===== config.mk =====
export PLATFORM = sky130hd
export DESIGN_NAME = stop_sequencer
export DESIGN_NICKNAME = d
export VERILOG_FILES = /design/src/rtl/stop_seq_pkg.sv /design/src/rtl/stop_wake_timer.sv /design/src/rtl/stop_wdg_keep.sv /design/src/rtl/stop_sequencer.sv
export SDC_FILE = /design/constraint.sdc
export NUM_CORES = 1
export LEC_CHECK = 0
export ABC_AREA = 1
export ABC_CLOCK_PERIOD_IN_PS = 3100
export BUFFER_PORTS_ARGS = -buffer_cell sky130_fd_sc_hd__buf_4
export CAP_MARGIN = 0
export CORE_UTILIZATION = 45
export DETAILED_ROUTE_END_ITERATION = 8
export PLACE_DENSITY = 0.69
export SYNTH_ARGS = -nofsm -noshare
export SYNTH_HDL_FRONTEND = slang
export SYNTH_SLANG_ARGS = --single-unit
export TNS_END_PERCENT = 100

===== constraint.sdc =====
create_clock -name clk -period 3.1 [get_ports clk]
set_input_delay 0.62 -clock clk [delete_from_list [all_inputs] [get_ports clk]]
set_output_delay 0.62 -clock clk [all_outputs]
set_load 0.01 [all_outputs]

===== src/rtl/stop_seq_pkg.sv =====
// Shared types for the deep-sleep sequencer.
// Assumes: state codes are visible on the status port and must stay fixed.
package stop_seq_pkg;

    typedef enum logic [1:0] {
        ST_RUN  = 2'b00,
        ST_PEND = 2'b01,
        ST_STOP = 2'b10,
        ST_WAKE = 2'b11
    } pm_state_t;

    typedef enum logic [1:0] {
        PH_REG   = 2'b00,
        PH_FLASH = 2'b01,
        PH_OSC   = 2'b10
    } wake_phase_t;

endpackage


===== src/rtl/stop_wake_timer.sv =====
// Wake-up phase timer.
// Runs the regulator, flash and oscillator phases in that order and skips
// the first two when they are not enabled. Each phase is a down-counter
// loaded from its own parameter.
// Assumes: all phase lengths are at least 1, and use_reg and use_flash stay
// stable while busy.
module stop_wake_timer
    import stop_seq_pkg::*;
#(
    parameter int REG_CYC   = 5,
    parameter int FLASH_CYC = 7,
    parameter int OSC_CYC   = 4
) (
    input  logic        clk,
    input  logic        rst_n,
    input  logic        start,
    input  logic        use_reg,
    input  logic        use_flash,
    output logic        busy,
    output logic        done,
    output wake_phase_t phase
);

    localparam int MAX_A  = (REG_CYC > FLASH_CYC) ? REG_CYC : FLASH_CYC;
    localparam int MAX_C  = (MAX_A > OSC_CYC) ? MAX_A : OSC_CYC;
    localparam int CW     = (MAX_C > 1) ? $clog2(MAX_C) : 1;

    logic [CW-1:0] cnt_q;
    wake_phase_t   first_ph;
    wake_phase_t   next_ph;

    // Reload value for a phase: its length minus one.
    function automatic logic [CW-1:0] reload(input wake_phase_t ph);
        case (ph)
            PH_REG:   reload = CW'(REG_CYC - 1);
            PH_FLASH: reload = CW'(FLASH_CYC - 1);
            default:  reload = CW'(OSC_CYC - 1);
        endcase
    endfunction

    // Pick the first phase that applies to this wake-up.
    always_comb begin
        if (use_reg)        first_ph = PH_REG;
        else if (use_flash) first_ph = PH_FLASH;
        else                first_ph = PH_OSC;
    end

    // Pick the phase that follows the current one.
    always_comb begin
        if (phase == PH_REG && use_flash) next_ph = PH_FLASH;
        else                              next_ph = PH_OSC;
    end

    // Phase sequencing and the down-counter.
    always_ff @(posedge clk) begin
        if (!rst_n) begin
            busy  <= 1'b0;
            phase <= PH_OSC;
            cnt_q <= '0;
        end else if (start) begin
            busy  <= 1'b1;
            phase <= first_ph;
            cnt_q <= reload(first_ph);
        end else if (busy) begin
            if (cnt_q == '0) begin
                if (phase == PH_OSC) begin
                    busy <= 1'b0;
                end else begin
                    phase <= next_ph;
                    cnt_q <= reload(next_ph);
                end
            end else begin
                cnt_q <= cnt_q - 1'b1;
            end
        end
    end

    // The last cycle of the oscillator phase ends the sequence.
    assign done = busy && (phase == PH_OSC) && (cnt_q == '0);

endmodule


===== src/rtl/stop_wdg_keep.sv =====
// Sticky keep-running enable for the independent watchdog.
// Once started it stays set through all power states. Only reset clears it.
// Assumes: start is a synchronous pulse.
module stop_wdg_keep (
    input  logic clk,
    input  logic rst_n,
    input  logic start,
    output logic run
);

    // Set on start, clear only on reset.
    always_ff @(posedge clk) begin
        if (!rst_n)     run <= 1'b0;
        else if (start) run <= 1'b1;
    end

endmodule


===== src/rtl/stop_sequencer.sv =====
// Deep-sleep entry and wake sequencer (top).
// Handles light sleep and deep stop entry. Entry is held off while flash
// programming or a bus transfer is pending. Mode bits are sampled at entry,
// the power controls are driven while stopped, and the wake phases are timed.
// Assumes: sleep_req, wake_evt and wdg_start are synchronous to clk.
module stop_sequencer
    import stop_seq_pkg::*;
#(
    parameter int REG_CYC   = 5,
    parameter int FLASH_CYC = 7,
    parameter int OSC_CYC   = 4
) (
    input  logic       clk,
    input  logic       rst_n,
    input  logic       sleep_req,
    input  logic       deep_sel,
    input  logic       cfg_lp_reg,
    input  logic       cfg_flash_pd,
    input  logic       flash_busy,
    input  logic       bus_busy,
    input  logic       wake_evt,
    input  logic       wdg_start,
    output logic       clk_gate,
    output logic       reg_lp_en,
    output logic       flash_pd_en,
    output logic       light_sleep,
    output logic       wdg_run,
    output logic [1:0] state_o,
    output logic       run_pulse
);

    pm_state_t   state_q, state_d;
    logic        lp_q, pd_q;
    logic        entry_clear;
    logic        tmr_start, tmr_busy, tmr_done;
    wake_phase_t tmr_phase;

    // Entry may proceed only when nothing is outstanding.
    assign entry_clear = !flash_busy && !bus_busy;
    assign tmr_start   = (state_q == ST_STOP) && wake_evt;

    // Next-state selection for the power-mode sequencer.
    always_comb begin
        state_d = state_q;
        case (state_q)
            ST_RUN:  if (sleep_req && deep_sel && !light_sleep) state_d = ST_PEND;
            ST_PEND: if (wake_evt)         state_d = ST_RUN;
                     else if (entry_clear) state_d = ST_STOP;
            ST_STOP: if (wake_evt)         state_d = ST_WAKE;
            ST_WAKE: if (tmr_done)         state_d = ST_RUN;
            default: state_d = ST_RUN;
        endcase
    end

    // State register and return-to-run pulse.
    always_ff @(posedge clk) begin
        if (!rst_n) begin
            state_q   <= ST_RUN;
            run_pulse <= 1'b0;
        end else begin
            state_q   <= state_d;
            run_pulse <= (state_q == ST_WAKE) && tmr_done;
        end
    end

    // Sample the mode bits on the edge where the stop actually begins.
    always_ff @(posedge clk) begin
        if (!rst_n) begin
            lp_q <= 1'b0;
            pd_q <= 1'b0;
        end else if (state_q == ST_PEND && !wake_evt && entry_clear) begin
            lp_q <= cfg_lp_reg;
            pd_q <= cfg_flash_pd;
        end
    end

    // Light sleep: set by a plain request, cleared by any wake event.
    always_ff @(posedge clk) begin
        if (!rst_n)
            light_sleep <= 1'b0;
        else if (light_sleep && wake_evt)
            light_sleep <= 1'b0;
        else if (state_q == ST_RUN && sleep_req && !deep_sel)
            light_sleep <= 1'b1;
    end

    stop_wake_timer #(
        .REG_CYC   (REG_CYC),
        .FLASH_CYC (FLASH_CYC),
        .OSC_CYC   (OSC_CYC)
    ) u_timer (
        .clk       (clk),
        .rst_n     (rst_n),
        .start     (tmr_start),
        .use_reg   (lp_q),
        .use_flash (pd_q),
        .busy      (tmr_busy),
        .done      (tmr_done),
        .phase     (tmr_phase)
    );

    stop_wdg_keep u_wdg (
        .clk   (clk),
        .rst_n (rst_n),
        .start (wdg_start),
        .run   (wdg_run)
    );

    // Power controls: the flash stays down until the regulator phase ends.
    assign clk_gate    = (state_q == ST_STOP) || (state_q == ST_WAKE);
    assign reg_lp_en   = (state_q == ST_STOP) && lp_q;
    assign flash_pd_en = pd_q && ((state_q == ST_STOP) ||
                         ((state_q == ST_WAKE) && tmr_busy && tmr_phase == PH_REG));
    assign state_o     = state_q;

endmodule


**Word-level counts from Yosys, hierarchy flattened**

Index checks and enable logic that the tools add are counted.

- Register bits: 13
- Latch bits: 0
- RAM bits: 0
- ROM bits: 0
- Input bits: 10
- Output and inout port bits: 8
- Word-level logic and storage cells: 81
- Memories kept: 0

- Add/subtract/negate cells: 1
- Multiply operators: 0
- Divide/modulo/power cells: 0
- $lt $le $gt $ge: 0
- Equal/unequal tests: 12
- Shifts and indexed selects: 0
- Multiplexer cells: 23
- Bitwise logic cells: 1
- Reduce and logical (&&, ||, !) cells: 35

Operator list:

| kind | number |
|---|---|
| 2-to-1 mux 2 bit | 12 |
| logical AND 1 bit | 17 |
| 2-to-1 mux 3 bit | 4 |
| one-hot mux 3 bit (2 select lines) | 2 |
| zero test 2 bit | 4 |
| != test 2 bit, second input constant | 4 |
| one-hot mux 2 bit (4 select lines) | 1 |
| == test 2 x 1 -> 1 bit, second input constant | 3 |
| == test 2 bit, second input constant | 3 |
| != test 3 bit, second input constant | 2 |
| zero test 1 bit | 5 |
| 2-to-1 mux 1 bit | 4 |
| AND reduction 4 bit | 1 |
| nonzero test 2 bit | 2 |
| zero test 3 bit | 1 |
| AND reduction 3 bit | 1 |
| subtractor 3 x 1 -> 3 bit, second input constant | 1 |
| logical OR 1 bit | 2 |
| AND reduction 2 bit | 1 |
| OR reduction 2 bit | 1 |
| inverter 1 bit | 1 |

**Depth between registers and ports, before layout**

- Word-level depth: 9
- Mapped depth: 10
- Gate-level depth less buffers: 10

**Cells and area by module**

Synthesis repeated with hierarchy kept, for this count alone.

- Cells, all modules: 115
- Area total of the unflattened synthesis: 750.7 µm²

By module, submodules not included:

| module | times used | cells each | area each (µm²) | seq. area each (µm²) |
|---|---|---|---|---|
| stop_wake_timer | 1 | 59 | 374.1 | 120.1 |
| stop_sequencer | 1 | 52 | 345.3 | 120.1 |
| stop_wdg_keep | 1 | 4 | 31.3 | 20.0 |

**Worst setup path before layout**

Ideal clock, no wire load.

- Kind: reg2out
- Start: register (tool-made name)
- End: output flash_pd_en
- Arrival: 0.860 ns
- Path slack: 1.620 ns
- Stages on the path, launching flop included: 4
- Cell sequence: dfxtp_1 -> buf_6 -> nand2_2 -> o21ai_0

RTL lines:

| item | line | text |
|---|---|---|
| end, declared | stop_sequencer.sv:25 | `output logic flash_pd_en,` |

==> results.yml <==
status:
  status: "finished, final reports clean"
die:
  io_pins: 18
  die-area_um2: 1750
  core_area_um2: 1490
  rows: 14
  die_h_um: 41.8
  start_util: 0.479
  die_w_um: 41.8
cts:
  cts-root-buf: "clkbuf_4"
  clkSinkCount: 13
  ctsHoldBuffers: 0
  cts_made_buffers: 3
  cts_setup_buffers: 0
  clk_path_buf_depth: 2
  cts_resized: 0
  cts_max_level: 1
  cts_tree: "yes"
  clk_pin_slew_ps: 70
  clock_latency_ps: 280
power_and_ir_drop:
  vdd_ir_drop_max_v: 0.000264
  powerDensity_nw_per_um2: 407
  power_leakage_uw: 0.000384
  power_uw: 355
route:
  drt_first_iter_violations: 22
  drc: 0
  num_vias: 689
  first_pass_iters: 4
  totalWireLength_mm: 1.46
  wl_per_cell_um: 11.1
  ant_nets: 0
  vias_per_cell: 5.26
yosys:
  yosysTopAreaCell: "dfxtp_1"
  synthCells: 96
  synth_compound_area_frac: 0.195
  synthTopCellsByArea: "dfxtp_1 (36%), nand2_1 (5.8%), inv_1 (5.3%)"
  synth_flop_cell: "dfxtp_1"
  synth_simple_gate_area_frac: 0.282
  ys_types: 28
  yosysWarnings: 0
  synth_xor_area_frac: 0.0123
  netlist_top_cells_count: "dfxtp_1 (13), nand2_1 (11), inv_1 (10), nor2_1 (10), inv_2 (7)"
  synth_top_family_by_area: "simple AND/OR/NAND/NOR gates"
  avgSynthCellArea_um2: 7.43
  synth_area_um2: 713
  synth_edf_count: 0
  synthMuxAreaShare: 0
  ys_seq_area_frac: 0.365
  synth-async-reset-ratio: 0
  ys_ff_latch: 13
  synth_fa_ha_area_frac: 0.0351
  syn-num-nets: 108
  yosysTopAreaCellShare: 0.365
  yosysMostFrequentCell: "dfxtp_1"
timing:
  max_slew_margin: 0.746
  final.setup.tns_ps: 0
  tightest_slew_ps: 380
  fin_worst_skew_ps: 11.3
  final-hold-violation-count: 0
  fin_crit_sh: 0.602
  rsz0062_at_grt: "no"
  report.final.slew_viol_count: 0
  final.min_clock_period_ps: 1870
  fmax_ghz: 0.536
  setup_viol: 0
critical_path:
  worstSetupPathType: "reg -> out"
  cp-start-kind: "flop"
  path_max_fanout: 9
  end_kind: "output port"
  cp.required_ps: 2480
  cp_data_arrival_time_ps: 1250
final_layout:
  nets: 128
  num_antenna_cells: 0
  fillerInstances: 142
  drive_gt1_frac: 0.330
  syn_to_final_growth_pct: 22.3
grt:
  grt_pass1_vias: 628
  grt_max_degree: 10
  antenna_found_initial: 0
  grt_overflow: 0
  grt_pass1_wl_mm: 2.58
  grt_use_total: 0.190
placed_design:
  gp_congestion: 0.779
  place_hpwl_mm: 1.16
  portBuffers: 17
worst_hold_path:
  hp-class: "reg -> reg"
job:
  maxCapViolations: 0
==> path summary, 6_finish.rpt <==
kind	start	endpoint	slack (ps)	cells past startpoint
min	u_timer.cnt_q[0]	u_timer.cnt_q[0]	470	2
min reg2reg	u_timer.cnt_q[0]	u_timer.cnt_q[0]	470	2
max reg2reg	u_timer.cnt_q[0]	flop	1800	7
max	flop	flash_pd_en	1230	3
==> cell usage in the layout (no fill, tap or decap) <==
master,n
buf_4,17
dfxtp_1,13
nand2_1,11
inv_1,10
nor2_1,10
inv_2,7
nand3_1,6
a21oi_1,6
o21ai_0,4
o21ai_1,4
nand2_2,3
clkbuf_4,3
a31oi_1,2
o21ai_2,2
nand4_1,2
ha_1,2
a211oi_1,1
nand3_2,1
nand3_4,1
o211ai_1,1
nor2_4,1
a22oi_1,1
nor3_2,1
a21oi_2,1
nor2_2,1
o21bai_1,1
nor4_1,1
xnor2_1,1
clkbuf_1,1
==> sequential cells by signal (all words and copies together), names as in the netlist, named ones only <==
name           count
light_sleep        1
lp_q               1
pd_q               1
run_pulse          1
state_o            1
u_timer.busy       1
u_timer.cnt_q      3
u_timer.phase      2
u_wdg.run          1
==> critical path: stages (launching register included) <==
cell	delay [ps]
dfxtp_1	550
nand2_2	110
o21ai_0	170
buf_4	150
==> through the flow <==
| step | worst slack (ps) | utilization | instances | hold slack (ps) | area, µm² |
|---|---|---|---|---|---|
| global placement | 1530 | 0.568 | 127 | 455 | 846 |
| floorplan | 1620 | - | 96 | 443 | 713 |
| CTS | 1210 | 0.586 | 131 | 466 | 872 |
| global route | 1130 | 0.586 | 131 | 497 | 872 |
| finish | 1230 | 0.586 | 131 | 472 | 872 |
| detailed placement | 1530 | 0.568 | 127 | 455 | 846 |
==> metal layers <==
| layer | global-route usage | vias up | wire (µm) | share of wire |
|---|---|---|---|---|
| met2 | 0.297 | 26 | 644 | 0.44 |
| met4 | 0.0581 | 0 | 10 | 0.0069 |
| li1 | - | 353 | - | - |
| met3 | 0.0522 | 2 | 112 | 0.077 |
| met5 | 0 | - | 0 | 0 |
| met1 | 0.255 | 308 | 688 | 0.47 |
==> where the power goes <==
part	internal [µW]	switching (µW)	total (µW)
Combinational	29.3	33.9	63.2
Clock	49.9	55.5	105
Sequential	175	11.3	186
Total	254	101	355
==> kinds of logic (layout without fill, tap and decap cells) <==
family | Yosys count | in the layout
buf+inv | 19 | 38
xor+xnor | 1 | 1
flops | 13 | 13
compound gates | 23 | 23
fa+ha+maj | 2 | 2
simple gates | 38 | 38
==> area by class of cell <==
type | instances | area (µm²) | share of cell area
Multi-Input combinational cell | 64 | 374 | 0.429
Sequential cell | 13 | 260 | 0.298
Timing Repair Buffer | 17 | 128 | 0.146
Inverter | 17 | 63.8 | 0.0732
Clock buffer | 4 | 26.3 | 0.0301
Tap cell | 16 | 20.0 | 0.0230
No activity file was read; power rests on OpenSTA's default activity.
